File: config.mk
export PLATFORM = sky130hd
export DESIGN_NAME = idx_window_bridge
export DESIGN_NICKNAME = d
export VERILOG_FILES = /design/src/rtl/idx_window_pkg.sv /design/src/rtl/idx_window_ctrl.sv /design/src/rtl/idx_window_dp.sv /design/src/rtl/idx_window_bridge.sv
export SDC_FILE = /design/constraint.sdc
export NUM_CORES = 1
export LEC_CHECK = 0
export BUFFER_PORTS_ARGS = -buffer_cell sky130_fd_sc_hd__buf_2
export CORE_ASPECT_RATIO = 0.5
export CORE_UTILIZATION = 45
export CTS_BUF_LIST = sky130_fd_sc_hd__clkbuf_16
export DETAILED_ROUTE_END_ITERATION = 12
export PLACE_DENSITY = 0.83
export SYNTH_ARGS = -nofsm -noshare
export SYNTH_HDL_FRONTEND = slang
export SYNTH_SLANG_ARGS = --single-unit
File: constraint.sdc
create_clock -name clk -period 2.94 [get_ports clk]
set_input_delay 0.441 -clock clk [delete_from_list [all_inputs] [get_ports clk]]
set_output_delay 0.441 -clock clk [all_outputs]
set_load 0.05 [all_outputs]
File: src/rtl/idx_window_pkg.sv
package idx_window_pkg;

  typedef enum logic [2:0] {
    S_IDLE,
    S_IWR,
    S_IRD_REQ,
    S_IRD_WAIT,
    S_RESP
  } bridge_state_e;

  typedef enum logic [1:0] {
    RD_ZERO,
    RD_ADDR,
    RD_INT
  } rd_sel_e;

  typedef struct packed {
    logic    latchAddr;
    logic    capWdata;
    logic    loadRd;
    rd_sel_e rdSel;
  } dp_strobe_t;

endpackage

File: src/rtl/idx_window_ctrl.sv
module idx_window_ctrl
  import idx_window_pkg::*;
#(
  parameter int HOST_AW = 8,
  parameter logic [HOST_AW-1:0] CTRL_OFS = 'h00,
  parameter logic [HOST_AW-1:0] DATA_OFS = 'h10
) (
  input  logic               clk,
  input  logic               rstN,
  input  logic               hostReqValid,
  input  logic               hostWrite,
  input  logic [HOST_AW-1:0] hostAddr,
  output logic               hostReqReady,
  output logic               hostRspValid,
  input  logic               hostRspReady,
  output logic               intReqValid,
  output logic               intWe,
  input  logic               intReqReady,
  input  logic               intRspValid,
  output dp_strobe_t         st
);

  bridge_state_e stateQ, stateD;

  always_ff @(posedge clk or negedge rstN) begin
    if (!rstN) stateQ <= S_IDLE;
    else       stateQ <= stateD;
  end

  assign hostReqReady = (stateQ == S_IDLE);
  assign hostRspValid = (stateQ == S_RESP);
  assign intReqValid  = (stateQ == S_IWR) || (stateQ == S_IRD_REQ);
  assign intWe        = (stateQ == S_IWR);

  always_comb begin
    stateD       = stateQ;
    st.latchAddr = 1'b0;
    st.capWdata  = 1'b0;
    st.loadRd    = 1'b0;
    st.rdSel     = RD_ZERO;
    unique case (stateQ)
      S_IDLE: begin
        if (hostReqValid) begin
          if (hostAddr == CTRL_OFS) begin
            st.loadRd    = 1'b1;
            st.rdSel     = hostWrite ? RD_ZERO : RD_ADDR;
            st.latchAddr = hostWrite;
            stateD       = S_RESP;
          end else if (hostAddr == DATA_OFS) begin
            st.capWdata = hostWrite;
            stateD      = hostWrite ? S_IWR : S_IRD_REQ;
          end else begin
            st.loadRd = 1'b1;
            st.rdSel  = RD_ZERO;
            stateD    = S_RESP;
          end
        end
      end
      S_IWR: begin
        if (intReqReady) begin
          st.loadRd = 1'b1;
          st.rdSel  = RD_ZERO;
          stateD    = S_RESP;
        end
      end
      S_IRD_REQ: begin
        if (intReqReady) stateD = S_IRD_WAIT;
      end
      S_IRD_WAIT: begin
        if (intRspValid) begin
          st.loadRd = 1'b1;
          st.rdSel  = RD_INT;
          stateD    = S_RESP;
        end
      end
      S_RESP: begin
        if (hostRspReady) stateD = S_IDLE;
      end
      default: stateD = S_IDLE;
    endcase
  end

  // while the bridge accepts requests nothing else is in flight
  p_single_access_r8: assert property (@(posedge clk) disable iff (!rstN)
    hostReqReady |-> (!hostRspValid && !intReqValid));

  // a pending response is not dropped before it is taken
  p_rsp_hold_r8: assert property (@(posedge clk) disable iff (!rstN)
    (hostRspValid && !hostRspReady) |=> hostRspValid);

endmodule

File: src/rtl/idx_window_dp.sv
module idx_window_dp
  import idx_window_pkg::*;
#(
  parameter int DATA_W = 32,
  parameter int INT_AW = 28
) (
  input  logic              clk,
  input  logic              rstN,
  input  dp_strobe_t        st,
  input  logic [DATA_W-1:0] hostWdata,
  input  logic [DATA_W-1:0] intRdata,
  output logic [INT_AW-1:0] addrQ,
  output logic [DATA_W-1:0] wdataQ,
  output logic [DATA_W-1:0] rdataQ
);

  logic [DATA_W-1:0] rdNext;

  always_comb begin
    unique case (st.rdSel)
      RD_ADDR: rdNext = DATA_W'(addrQ);
      RD_INT:  rdNext = intRdata;
      default: rdNext = '0;
    endcase
  end

  always_ff @(posedge clk or negedge rstN) begin
    if (!rstN) begin
      addrQ  <= '0;
      wdataQ <= '0;
      rdataQ <= '0;
    end else begin
      if (st.latchAddr) addrQ  <= hostWdata[INT_AW-1:0];
      if (st.capWdata)  wdataQ <= hostWdata;
      if (st.loadRd)    rdataQ <= rdNext;
    end
  end

  // the index only moves on a control-register write strobe
  p_latch_hold_r5: assert property (@(posedge clk) disable iff (!rstN)
    !st.latchAddr |=> $stable(addrQ));

endmodule

File: src/rtl/idx_window_bridge.sv
module idx_window_bridge
  import idx_window_pkg::*;
#(
  parameter int HOST_AW  = 8,
  parameter int DATA_W   = 32,
  parameter int INT_AW   = 28,
  parameter int MAP_LSB  = 26,
  parameter int BANK_LSB = 24,
  parameter logic [HOST_AW-1:0] CTRL_OFS = 'h00,
  parameter logic [HOST_AW-1:0] DATA_OFS = 'h10,
  localparam int MAP_W  = INT_AW - MAP_LSB,
  localparam int BANK_W = MAP_LSB - BANK_LSB
) (
  input  logic               clk,
  input  logic               rstN,
  input  logic               hostReqValid,
  output logic               hostReqReady,
  input  logic               hostWrite,
  input  logic [HOST_AW-1:0] hostAddr,
  input  logic [DATA_W-1:0]  hostWdata,
  output logic               hostRspValid,
  input  logic               hostRspReady,
  output logic [DATA_W-1:0]  hostRdata,
  output logic               intReqValid,
  input  logic               intReqReady,
  output logic               intWe,
  output logic [INT_AW-1:0]  intAddr,
  output logic [DATA_W-1:0]  intWdata,
  input  logic               intRspValid,
  input  logic [DATA_W-1:0]  intRdata,
  output logic [MAP_W-1:0]   mapSel,
  output logic [BANK_W-1:0]  bankSel
);

  dp_strobe_t        st;
  logic [INT_AW-1:0] addrQ;

  idx_window_ctrl #(
    .HOST_AW (HOST_AW),
    .CTRL_OFS(CTRL_OFS),
    .DATA_OFS(DATA_OFS)
  ) u_ctrl (
    .clk         (clk),
    .rstN        (rstN),
    .hostReqValid(hostReqValid),
    .hostWrite   (hostWrite),
    .hostAddr    (hostAddr),
    .hostReqReady(hostReqReady),
    .hostRspValid(hostRspValid),
    .hostRspReady(hostRspReady),
    .intReqValid (intReqValid),
    .intWe       (intWe),
    .intReqReady (intReqReady),
    .intRspValid (intRspValid),
    .st          (st)
  );

  idx_window_dp #(
    .DATA_W(DATA_W),
    .INT_AW(INT_AW)
  ) u_dp (
    .clk      (clk),
    .rstN     (rstN),
    .st       (st),
    .hostWdata(hostWdata),
    .intRdata (intRdata),
    .addrQ    (addrQ),
    .wdataQ   (intWdata),
    .rdataQ   (hostRdata)
  );

  assign intAddr = addrQ;
  assign mapSel  = addrQ[INT_AW-1:MAP_LSB];
  assign bankSel = addrQ[MAP_LSB-1:BANK_LSB];

  // response data does not move while the host holds off
  p_rdata_hold_r8: assert property (@(posedge clk) disable iff (!rstN)
    (hostRspValid && !hostRspReady) |=> $stable(hostRdata));

  // an unaccepted internal request is held unchanged
  p_int_req_hold_r9: assert property (@(posedge clk) disable iff (!rstN)
    (intReqValid && !intReqReady) |=>
      (intReqValid && $stable(intAddr) && $stable(intWdata) && $stable(intWe)));

endmodule

==> impl_results.md <==
- Area growth syn-to-layout: 32.9%
- Sequential share of power: 43.6%
- # IOs: 179
- Int Power: 2.32 mW
- DR iter-0 viols: 208
- Crit path kind: register to register
- FF+latch count, synth: 95
- Relative slew margins: between 60% and 70%
- Max_cap viols: 0
- Worst skew pair latency: between 300 and 400 ps
- Drt total wl: 10.1 mm
- Tot GR Track Use: between 20% and 30%
- Worst EP arrival: between 2000 and 3000 ps
- Largest net degree at the start of global routing: 57
- End of the worst register-to-register path: u_dp.rdataQ[0]
- Slew Viols, Final: 0
- First-pass GRT wire length: 16.3 mm
- Synth warnings: 0
- Cell taking the most area after synthesis: dfrtp_1
- Post-CTS Setup Inserts: 0
- Initial core utilization: 47.3%
- DP Area: between 5000 and 6000 um^2
- Dpl cells: 592
- CTS tree: yes
- Post-route total power: 3.13 mW
- PwrDens: between 500 and 600 nW/um^2
- Fraction of layout cells with a size suffix above 1: 60.3%
- Synth top area cells: dfrtp_1 (57%), mux2_2 (18%), mux2_4 (7.1%)
- Hold slack: 94.8 ps
- Layout Cells excl Fill: 608
- Max clock buf depth: 2
- NetSw: 0.805 mW
- Initial antenna violation count: 0
- Comb pwr share: 13.9%
- Multi-input gate area: between 1500 and 2000 um^2
- DPL Wire Length: 7.26 mm
- Slew @ Worst Pin: 538 ps
- Fmax: about 380 MHz
- Drt pass-1 iters: 8
- Peak VDD IR: 0.322 mV
- Cells after Synth: 312
- Die height: roughly 70 um
- Final min period: 2630 ps
- Synthesized area per cell: around 13 um^2
- I/O Buffers: 178
- Worst slack, placed: 259 ps
- Core footprint: 8890 um^2
- Violated checks: design-rule violations
- Nets@finish: 567
- Sw Share: 25.7%
- Netlist cell types: 29
- RSZ-0062 raised after global routing: false
- CP Data Required Time: around 3200 ps
- Placer Congestion: 0.830
- Worst setup margin: between 300 and 400 ps
- CP startpoint kind: register
- Remaining DRCs: 5
- Final setup violation count: 0
- Post-CTS resize count: 0
- Via count: 3097
- Final period util: 89.5%
- Routed Antenna Nets: 0
- Clk slew on worst S/H paths: 70 ps
- Post-CTS Hold Buffers: 0
- Post-synthesis sequential area ratio: a little under three fifths
- Number of global-route vias before repair: 3131
- Status: complete, but fails checks
- GRT Residual Overflow: 0
- Pleak: a little over 3 nW
- Power share of the clock group: 42.5%
- Root Driver: clkbuf_16
- Drt wl/cell: 16.6 um
- Yosys top cell area share: 56.6%
- R2R setup slack: about 310 ps
- Nature of the critical path endpoint: register
- RR Startpoint: u_ctrl.stateQ[1]
- Die ar.: 9750 um^2
- Filler instances: a little under 700
- Die X: 139 um
- Synth Cell Area: 4200 um^2
- Worst-path maximum fanout: 24
- Fin. Hold Viols: 0
- Final Cell Area: 5580 um^2
- Clock Skew: 8.79 ps
- Hold WC Path Type: input pin to asynchronous set/reset pin
- Num rows: 24
- Register Area: 2380 um^2
- CTS H-Tree Depth: 3
- ANT cells: 0
- Worst-case reg-to-reg path depth: 8
- Vias/cell: 5.09
- Num CTS Buffers: 9
- Synthesized net count: 393
- Clk sinks: 95
## cell families after synthesis
logic type,Yosys count,synth area share (%)
simple gates,56,6.34
compound gates,34,5.81
flops,95,56.6
xor+xnor,1,0.208
fa+ha+maj,2,0.595
buf+inv,32,4.14
mux,92,26.3
## state kept, by name (all words and copies together), names as in the netlist
| signal | flops |
|---|---|
| u_dp.addrQ | 28 |
| u_dp.wdataQ | 32 |
| u_ctrl.stateQ | 3 |
| u_dp.rdataQ | 32 |
## placed cells by master, fill, tap and decap left out, drive strengths merged
| cell | netlist | routed |
|---|---|---|
| dfrtp | 95 | 95 |
| inv | 8 | 9 |
| nand3b | 1 | 1 |
| bufinv | 0 | 3 |
| o21ai | 3 | 3 |
| or4 | 3 | 3 |
| mux2i | 4 | 4 |
| nand2 | 7 | 7 |
| a21oi | 1 | 1 |
| clkinvlp | 0 | 2 |
| nor3 | 2 | 2 |
| nor4 | 1 | 1 |
| nor2b | 1 | 1 |
| mux2 | 88 | 88 |
| clkbuf | 7 | 9 |
| nor2 | 32 | 32 |
| xnor2 | 1 | 1 |
| nand2b | 2 | 2 |
| buf | 17 | 187 |
| a31oi | 1 | 1 |
| o211ai | 1 | 1 |
| nand3 | 6 | 6 |
| a22oi | 28 | 28 |
| clkinv | 0 | 1 |
| ha | 2 | 2 |
| nand4b | 1 | 1 |
## critical path, cell delays in order (launching register included)
cell     delay (ps)
dfrtp_1         490
nor3_4          310
nand3_2         170
or4_1           520
ha_1            230
buf_4           220
a22oi_1         220
nor2_1           80
mux2_2          270
## worst max path at each step
stage                           startpoint         endpoint  slack (ps)  cells past startpoint
after global routing      u_ctrl.stateQ[1]   u_dp.rdataQ[0]         190                      9
after CTS                 u_ctrl.stateQ[1]   u_dp.rdataQ[0]         310                      8
after global placement         hostAddr[5]   u_dp.rdataQ[9]         330                      9
after detailed placement       hostAddr[5]  u_dp.rdataQ[15]         260                      9
final                     u_ctrl.stateQ[1]   u_dp.rdataQ[0]         310                      8
after floorplan           u_ctrl.stateQ[1]  u_dp.rdataQ[23]          -6                      9
## layout make-up
cell class	instances	share of cell area, %
clock buffers	9	4.03
repair buffers	187	18.1
well taps	117	2.62
flip-flops and latches	95	42.6
multi-input cells	185	30.0
inverters	8	0.538
clock inverters	7	2.13
## cells in the mapped netlist, drive strengths merged
| master | n |
|---|---|
| a21oi | 1 |
| a22oi | 28 |
| a31oi | 1 |
| buf | 17 |
| clkbuf | 7 |
| dfrtp | 95 |
| ha | 2 |
| inv | 8 |
| mux2 | 88 |
| mux2i | 4 |
| nand2 | 7 |
| nand2b | 2 |
| nand3 | 6 |
| nand3b | 1 |
| nand4b | 1 |
| nor2 | 32 |
| nor2b | 1 |
| nor3 | 2 |
| nor4 | 1 |
| o211ai | 1 |
| o21ai | 3 |
| or4 | 3 |
| xnor2 | 1 |
## through the flow
step                      TNS (ps)  utilization [%]
after floorplan               -121                -
after global placement           0             58.9
after detailed placement         0             58.9
after CTS                        0             62.8
after global routing             0             62.8
final                            0             62.8
## layer usage
metal  vias to the layer above  track usage, %  share of wire, %
li1                       1454               -                 -
met1                      1557            26.6                42
met2                        76            39.1                54
met3                        10            4.73               3.1
met4                         0            6.05               1.0
met5                         -               0                 0
## power by group through the flow
stage | combinational (mW) | sequential [mW] | clock (mW)
finish | 0.434 | 1.36 | 1.33
global route | 0.460 | 1.37 | 1.41
CTS | 0.438 | 1.36 | 1.36
detailed placement | 0.437 | 1.39 | 0
global placement | 0.430 | 1.39 | 0
floorplan | 0.213 | 1.44 | 0
Note: power is estimated with default switching activity, not from simulation.
